[config.mk]
export PLATFORM = sky130hd
export DESIGN_NAME = dual_down_timer
export DESIGN_NICKNAME = d
export VERILOG_FILES = /design/src/rtl/ddt_pkg.sv /design/src/rtl/ddt_prescaler.sv /design/src/rtl/ddt_channel.sv /design/src/rtl/dual_down_timer.sv
export SDC_FILE = /design/constraint.sdc
export NUM_CORES = 1
export LEC_CHECK = 0
export ABC_AREA = 1
export BUFFER_PORTS_ARGS = -buffer_cell sky130_fd_sc_hd__buf_2
export CORE_MARGIN = 2
export CORE_UTILIZATION = 60
export CTS_BUF_LIST = sky130_fd_sc_hd__clkbuf_8
export CTS_CLUSTER_SIZE = 10
export DETAILED_ROUTE_END_ITERATION = 6
export PLACE_DENSITY = 0.76
export SLEW_MARGIN = 20
export SYNTH_ARGS = -nofsm -noshare
export SYNTH_HDL_FRONTEND = slang
export SYNTH_SLANG_ARGS = --single-unit
[constraint.sdc]
create_clock -name clk -period 4.2 [get_ports clk]
set_input_delay 0.42 -clock clk [delete_from_list [all_inputs] [get_ports clk]]
set_output_delay 0.42 -clock clk [all_outputs]
set_load 0.01 [all_outputs]
[src/rtl/ddt_pkg.sv]
package ddt_pkg;
  localparam int DATA_W   = 32;
  localparam int WIN_BITS = 4;

  typedef enum logic [1:0] {
    SEL_CTRL  = 2'd0,
    SEL_COUNT = 2'd1,
    SEL_RLD1  = 2'd2,
    SEL_RLD2  = 2'd3
  } reg_sel_e;

  localparam int B_START = 0;
  localparam int B_RUN   = 1;
  localparam int B_FLAG  = 2;
  localparam int B_IE    = 3;
  localparam int B_AUTO  = 4;
  localparam int B_LEVEL = 5;

  typedef struct packed {
    logic level;
    logic auto_rl;
    logic irq_en;
    logic flag;
    logic run;
  } ctrl_t;

  function automatic logic [DATA_W-1:0] ctrl_to_word(input ctrl_t c);
    logic [DATA_W-1:0] w;
    w          = '0;
    w[B_LEVEL] = c.level;
    w[B_AUTO]  = c.auto_rl;
    w[B_IE]    = c.irq_en;
    w[B_FLAG]  = c.flag;
    w[B_RUN]   = c.run;
    return w;
  endfunction

  function automatic logic is_start(input logic [DATA_W-1:0] w);
    return w[B_RUN] & w[B_START];
  endfunction

  function automatic logic [DATA_W-1:0] count_after_uf(input logic auto_rl,
                                                        input logic [DATA_W-1:0] rld);
    return auto_rl ? rld : '0;
  endfunction

  function automatic logic [DATA_W-1:0] count_step(input logic [DATA_W-1:0] cur);
    return cur - 1'b1;
  endfunction
endpackage

[src/rtl/ddt_prescaler.sv]
module ddt_prescaler #(
  parameter int DIV = 2
) (
  input  logic clk,
  input  logic rst_n,
  input  logic run,
  input  logic restart,
  output logic tick
);
  localparam int PW = (DIV > 1) ? $clog2(DIV) : 1;
  localparam logic [PW-1:0] LAST = PW'(DIV - 1);

  logic [PW-1:0] phase_q;

  assign tick = run && (phase_q == LAST);

  always_ff @(posedge clk or negedge rst_n) begin
    if (!rst_n)       phase_q <= '0;
    else if (restart) phase_q <= '0;
    else if (tick)    phase_q <= '0;
    else if (run)     phase_q <= phase_q + 1'b1;
  end
endmodule

[src/rtl/ddt_channel.sv]
module ddt_channel
  import ddt_pkg::*;
#(
  parameter int PRESCALE = 2
) (
  input  logic              clk,
  input  logic              rst_n,
  input  logic              wr_ctrl,
  input  logic              wr_count,
  input  logic              wr_rld1,
  input  logic              wr_rld2,
  input  logic [DATA_W-1:0] wdata,
  output ctrl_t             ctrl_q,
  output logic [DATA_W-1:0] count_q,
  output logic [DATA_W-1:0] rld1_q,
  output logic [DATA_W-1:0] rld2_q,
  output logic              tick_o,
  output logic              uf_evt_o,
  output logic              start_o,
  output logic              irq_o
);
  logic tick;
  logic start;
  logic uf_evt;

  assign start  = wr_ctrl && is_start(wdata);
  assign uf_evt = tick && (count_q == '0) && !start;

  ddt_prescaler #(.DIV(PRESCALE)) u_presc (
    .clk     (clk),
    .rst_n   (rst_n),
    .run     (ctrl_q.run),
    .restart (start),
    .tick    (tick)
  );

  // control / status register: hardware events override the concurrent write
  always_ff @(posedge clk or negedge rst_n) begin
    if (!rst_n) begin
      ctrl_q <= '0;
    end else begin
      if (wr_ctrl) begin
        ctrl_q.level   <= wdata[B_LEVEL];
        ctrl_q.auto_rl <= wdata[B_AUTO];
        ctrl_q.irq_en  <= wdata[B_IE];
        ctrl_q.flag    <= ctrl_q.flag & wdata[B_FLAG];
        ctrl_q.run     <= wdata[B_RUN];
      end
      if (uf_evt) begin
        ctrl_q.flag  <= 1'b1;
        ctrl_q.level <= ~ctrl_q.level;
        if (!ctrl_q.auto_rl) ctrl_q.run <= 1'b0;
      end
    end
  end

  // counter: start > underflow > direct write > decrement
  always_ff @(posedge clk or negedge rst_n) begin
    if (!rst_n)        count_q <= '0;
    else if (start)    count_q <= rld1_q;
    else if (uf_evt)   count_q <= count_after_uf(ctrl_q.auto_rl, rld1_q);
    else if (wr_count) count_q <= wdata;
    else if (tick)     count_q <= count_step(count_q);
  end

  always_ff @(posedge clk or negedge rst_n) begin
    if (!rst_n) begin
      rld1_q <= '0;
      rld2_q <= '0;
    end else begin
      if (wr_rld1) rld1_q <= wdata;
      if (wr_rld2) rld2_q <= wdata;
    end
  end

  assign tick_o   = tick;
  assign uf_evt_o = uf_evt;
  assign start_o  = start;
  assign irq_o    = ctrl_q.flag & ctrl_q.irq_en;
endmodule

[src/rtl/dual_down_timer.sv]
module dual_down_timer
  import ddt_pkg::*;
#(
  parameter  int NUM_CH   = 2,
  parameter  int PRESCALE = 2,
  localparam int CH_W     = (NUM_CH > 1) ? $clog2(NUM_CH) : 1,
  localparam int ADDR_W   = WIN_BITS + CH_W
) (
  input  logic              clk,
  input  logic              rst_n,
  input  logic [ADDR_W-1:0] bus_addr,
  input  logic [DATA_W-1:0] bus_wdata,
  input  logic              bus_we,
  input  logic              bus_re,
  output logic [DATA_W-1:0] bus_rdata,
  output logic [NUM_CH-1:0] irq,
  output logic [NUM_CH-1:0] level_out
);
  logic [CH_W-1:0] ch_idx;
  reg_sel_e        sel;
  wire             unused_lsb = ^bus_addr[1:0];

  assign ch_idx = bus_addr[ADDR_W-1:WIN_BITS];
  assign sel    = reg_sel_e'(bus_addr[WIN_BITS-1:2]);

  // per-channel named events for the checker
  logic [NUM_CH-1:0]             ch_tick, ch_uf_evt, ch_start, ch_cnt_wr, ch_ctrl_wr;
  logic [NUM_CH-1:0]             ch_run, ch_auto, ch_flag, ch_level;
  logic [NUM_CH-1:0][DATA_W-1:0] ch_count, ch_rld1, ch_rld2;
  logic [NUM_CH-1:0][DATA_W-1:0] ch_word;

  for (genvar i = 0; i < NUM_CH; i++) begin : g_ch
    logic  hit;
    ctrl_t ctl;

    assign hit           = bus_we && (ch_idx == CH_W'(i));
    assign ch_ctrl_wr[i] = hit && (sel == SEL_CTRL);
    assign ch_cnt_wr[i]  = hit && (sel == SEL_COUNT);

    ddt_channel #(.PRESCALE(PRESCALE)) u_ch (
      .clk      (clk),
      .rst_n    (rst_n),
      .wr_ctrl  (ch_ctrl_wr[i]),
      .wr_count (ch_cnt_wr[i]),
      .wr_rld1  (hit && (sel == SEL_RLD1)),
      .wr_rld2  (hit && (sel == SEL_RLD2)),
      .wdata    (bus_wdata),
      .ctrl_q   (ctl),
      .count_q  (ch_count[i]),
      .rld1_q   (ch_rld1[i]),
      .rld2_q   (ch_rld2[i]),
      .tick_o   (ch_tick[i]),
      .uf_evt_o (ch_uf_evt[i]),
      .start_o  (ch_start[i]),
      .irq_o    (irq[i])
    );

    assign ch_run[i]    = ctl.run;
    assign ch_auto[i]   = ctl.auto_rl;
    assign ch_flag[i]   = ctl.flag;
    assign ch_level[i]  = ctl.level;
    assign level_out[i] = ctl.level;

    always_comb begin
      unique case (sel)
        SEL_CTRL:  ch_word[i] = ctrl_to_word(ctl);
        SEL_COUNT: ch_word[i] = ch_count[i];
        SEL_RLD1:  ch_word[i] = ch_rld1[i];
        default:   ch_word[i] = ch_rld2[i];
      endcase
    end
  end

  logic [DATA_W-1:0] rd_word;
  always_comb begin
    rd_word = '0;
    for (int i = 0; i < NUM_CH; i++)
      if (ch_idx == CH_W'(i)) rd_word = ch_word[i];
  end

  always_ff @(posedge clk or negedge rst_n) begin
    if (!rst_n)      bus_rdata <= '0;
    else if (bus_re) bus_rdata <= rd_word;
  end
endmodule

# Word-level counts from Yosys, hierarchy flattened
# Cells that the tools add are included.
[word_totals]
ff_bits = 236
inputBits = 41
out_inout_bits = 36
word_cells = 90
[op_classes]
add_sub_neg = 4
eq_ne = 3
muxes = 27
bitwise = 8
n_reduce_logical = 29
[ops]
columns = ["operator", "count"]
rows = [
  ["two-way mux 32 bit", 11],
  ["one-hot mux 32 bit (3 select lines)", 2],
  ["logical NOT 32 bit", 2],
  ["subtractor 32 x 1 -> 32 bit, second input constant", 2],
  ["logical AND 1 bit", 18],
  ["two-way mux 1 bit", 10],
  ["two-way mux 5 bit", 2],
  ["nonzero test 4 bit", 2],
  ["nonzero test 3 bit", 2],
  ["bitwise AND 1 bit", 5],
  ["== test 2 bit, second input constant", 2],
  ["two-way mux 2 bit", 2],
  ["nonzero test 2 bit", 2],
  ["inverter 1 bit", 3],
  ["adder 1 bit, second input constant", 2],
  ["== test 2 x 1 -> 1 bit, second input constant", 1],
  ["logical NOT 1 bit", 2],
  ["logical NOT 2 bit", 1],
]

# Depth between registers and ports, before layout
[depth]
ltp_word = 8
depth_mapped = 14
depth_no_buf = 12

# By module
# A second synthesis with hierarchy kept.
[unflattened]
hier_cells = 2141
area_unflattened_um2 = 14561.5
[by_module_without_submodules]
columns = ["mod", "n_inst", "cells_per_inst", "area_each_um2", "seq_area_each_um2"]
rows = [
  ["ddt_channel (g_ch[1].u_ch)", 1, 771, 5699.2, 2527.4],
  ["ddt_channel (g_ch[0].u_ch)", 1, 769, 5646.7, 2527.4],
  ["dual_down_timer", 1, 587, 3115.5, 800.8],
  ["ddt_prescaler", 2, 7, 50.0, 25.0],
]

# Least setup slack after synthesis
# OpenSTA, ideal clock, no wires.
[synth_path]
path_type = "register to register"
from = "reg g_ch[1].u_ch.count_q[0]"
to = "reg g_ch[1].u_ch.count_q[5]"
setup_ps = 123
arrival_ps = 1686
t_required_ps = 4077
slack_ps = 2390
stages_incl_launch_ff = 12
path_buffers = 2
period_less_slack_ps = 1810
cell_sequence = "dfrtp_1 > inv_1 > ha_1 > clkbuf_2 > nand2_2 > nor2_4 > nand3_2 > nor2_2 > nor2_4 > buf_2 > a21oi_1 > a21oi_2"
[synth_via]
elab_chain_len = 5
word_cells_on_any_way = 9
cone_classes = "add/sub (1); mux (4); reduce/logical (4)"
[synth_lines]
columns = ["item", "line", "rtl"]
rows = [
  ["start: declaration", "ddt_channel.sv:14", "output logic [DATA_W-1:0] count_q,"],
  ["start signal: assignment", "ddt_channel.sv:60", "else if (start) count_q <= rld1_q;"],
  ["start signal: assignment", "ddt_channel.sv:61", "else if (uf_evt) count_q <= count_after_uf(ctrl_q.auto_rl, rld1_q);"],
  ["start signal: assignment", "ddt_channel.sv:62", "else if (wr_count) count_q <= wdata;"],
  ["subtractor 32 x 1 -> 32 bit or logical NOT 32 bit (tied branches)", "ddt_pkg.sv:48, ddt_channel.sv:27", ""],
  ["two-way mux 32 bit or logical AND 1 bit (tied branches)", "ddt_channel.sv:63, ddt_channel.sv:27", ""],
  ["two-way mux 32 bit or logical AND 1 bit (tied branches)", "ddt_channel.sv:62, ddt_channel.sv:27", ""],
  ["two-way mux 32 bit", "ddt_channel.sv:61", ""],
  ["two-way mux 32 bit", "ddt_channel.sv:60", ""],
]
# Several ways; a longest one is shown, not always the timed one. The select of a mux whose other input is x is not followed.
# A chain may end at the register's enable or synchronous reset.

# Final worst setup path
[layout_path]
from = "reg g_ch[1].u_ch.count_q[0]"
to = "reg g_ch[1].u_ch.count_q[7]"
# Same word-level chain as after synthesis.

==> metrics.txt <==
Top FF cell, synth dfrtp_1; overall routing resource usage 36.9%; clock-pin slew of the registers on the worst-case setup and hold paths about 70 ps; Clock Sinks 236; die width 156 um; crit path launch type flop; Logic pwr share 29.6%; DRC 0; PwrDens 536 nW/um^2; status complete, no violations; Setup crit end kind flop; Final ANT Viol Nets 0; CP Data Required Time 4690 ps; Clock Path Buffers 3; synth top area cells dfrtp_1, nand2_1, o21ai_0; worst slew pin tran between 1000 and 1500 ps; Max-cap violations 0; Critical Path AT 3220 ps; CTS tree done; Initial Util a little over 60%; RSZ-0062 raised after global routing false; area grow syn2layout 9.78%; top post-synthesis cells by count nand2_1, nor2_1, dfrtp_1, o21ai_0, inv_1; Pre-antenna DRT Iters 5; syn_nets 2048; Core Rows 55; sw power 3.17 mW; Synth async-reset ratio 100%; most frequent cell after synthesis nand2_1; core area 22600 um^2; Hold Crit Class input port to flop; CTS resizes 0; final worst path period share 65.0%; final setup fails 0; hold buffers post-CTS 1; count of cell types in the netlist 37; vias in the first global route 12700; slew margin rel. between 30% and 40%; ratio of cells with drive above 1 in the final layout a little over a tenth; H-tree levels 2; Power Internal between 4 and 5 mW; Via density 5.79; Setup Skew 13.7 ps; Clk Latency, worst-skew pair 550 ps; CP Max Fanout 11; Post-Synthesis Cell Area 13800 um^2; Post CTS Setup Buffer Count 0; Final Power 8.13 mW; Overflow after GRT 0; Pleak between 7 and 8 nW; initial antenna violation count 0; Synth top area share a little over two fifths; Synth warnings 0; nets 2085; chip height 156 um; VDD IR max 0.409 mV; Hold Fails Final Rpt 0; mean post-synth cell area 6.89 um^2; Max Clock Freq 0.366 GHz; sequential fraction of the synthesis area 42.7%; Post-synth EDFFs 0; final wirelength 44100 um; Flop pwr share 42.1%; routability cong. 0.986; max-slew violation count 0; Top-Level Pins 77; dpl hpwl 30700 um; CTS buffer count 41; Final min period roughly 2700 ps; setup tns final 0 ps; largest net degree at the start of global routing ~120; # port buffers 74; Crit Path Class flop to flop; Clock power frac between 20 and 30%; FILL cells 2035; DR vias 13700; Cells after Synth 2005; area leader, netlist dfrtp_1; Yosys reg bits ~240; CTS root buf clkbuf_8; Avg WL per Cell ~19 um; full die area about 24000 um^2; first-pass GRT wire length around 70000 um; initial DRC count 1312; n_diodes 0; switching portion of total power 39.0%
==> power groups by stage <==
stage	logic (mW)	clock network, mW	registers (mW)
CTS	2.37	2.31	3.40
finish	2.41	2.30	3.43
detailed placement	2.36	0	3.44
global route	2.74	2.42	3.50
global placement	2.29	0	3.42
floorplan	1.72	0	3.29
==> path summary, 6_finish.rpt <==
check                                      endpoint  slack, ps                     from  cells after the start
setup / recovery            g_ch[1].u_ch.count_q[7]       1470  g_ch[1].u_ch.count_q[0]                     12
hold / removal              g_ch[1].u_ch.rld2_q[29]        110            bus_wdata[29]                      3
setup reg to reg            g_ch[1].u_ch.count_q[7]       1470  g_ch[1].u_ch.count_q[0]                     12
hold reg to reg                        bus_rdata[6]        480             bus_rdata[6]                      2
max in group asynchronous  g_ch[1].u_ch.count_q[24]       2650                    rst_n                      3
min in group asynchronous    g_ch[0].u_ch.rld2_q[4]        490                    rst_n                      2
==> cells by family (layout without fill, tap and decap cells) <==
kind of cell    after synthesis  after routing  synth area share (%)
fa+ha+maj                     2              2                 0.181
compound gates              362            362                  15.3
flops                       236            236                  42.7
buf+inv                     279            349                  8.30
simple gates               1123           1123                  33.4
xor+xnor                      3              3                 0.190
==> registers in the layout (all words and copies together), names as in the netlist <==
register / cells
g_ch.u_ch.ctrl_q: 10
bus_rdata: 32
g_ch.u_ch.rld2_q: 64
g_ch.u_ch.u_presc.phase_q: 2
g_ch.u_ch.rld1_q: 64
g_ch.u_ch.count_q: 64
==> per-layer routing <==
metal / share of wire [%] / GRT usage [%] / up-vias / wire [um]
met5: 0 / 0 / - / 0
met4: 2.7 / 11.7 / 0 / 1210
met3: 9.8 / 7.47 / 85 / 4330
met2: 45 / 57.2 / 652 / 19800
met1: 43 / 52.5 / 6379 / 18700
li1: - / - / 6558 / -
==> critical path, cell delays in order (launching register included) <==
cell and delay, ps:
dfrtp_1 360, inv_1 140, ha_1 420, nand2_2 130
nor2_4 230, inv_2 90, nor2_2 130, nand2_2 170
o21ai_2 640, nand2_1 100, nand2_1 100, nand2_1 60
nand2_1 80
==> cell type report <==
cell class	count	area [um^2]	area share (%)
inverters	181	679	4.48
repair buffers	92	518	3.41
multi-input cells	1490	6800	44.8
flip-flops and latches	236	5910	38.9
clock inverters	17	101	0.668
well taps	285	357	2.35
clock buffers	59	812	5.35
==> through the flow <==
stage	utilization (%)	hold slack, ps	instance area, um^2	cells	worst slack, ps
final	67.0	107	15200	2360	1470
after global routing	67.0	95.3	15200	2360	1310
after CTS	67.0	81.2	15200	2360	1510
after detailed placement	62.9	461	14200	2283	1350
after global placement	62.9	462	14200	2283	1360
after floorplan	-	124	13800	2005	2390
==> layout by cell type, fill, tap and decap left out, drive strengths merged <==
| master | n |
|---|---|
| a21oi | 66 |
| a211oi | 4 |
| o221ai | 11 |
| buf | 91 |
| dlygate4sd3 | 1 |
| o211ai | 19 |
| nor3 | 2 |
| a31oi | 2 |
| o21ai | 214 |
| bufinv | 1 |
| dfrtp | 236 |
| clkinv | 4 |
| nor2 | 287 |
| nand2 | 683 |
| clkinvlp | 2 |
| a221oi | 5 |
| inv | 191 |
| o2111ai | 32 |
| xor2 | 3 |
| o22ai | 9 |
| or2 | 2 |
| clkbuf | 59 |
| ha | 2 |
| nand3 | 136 |
| nand4 | 13 |
No activity file was read; power rests on OpenSTA's default activity.
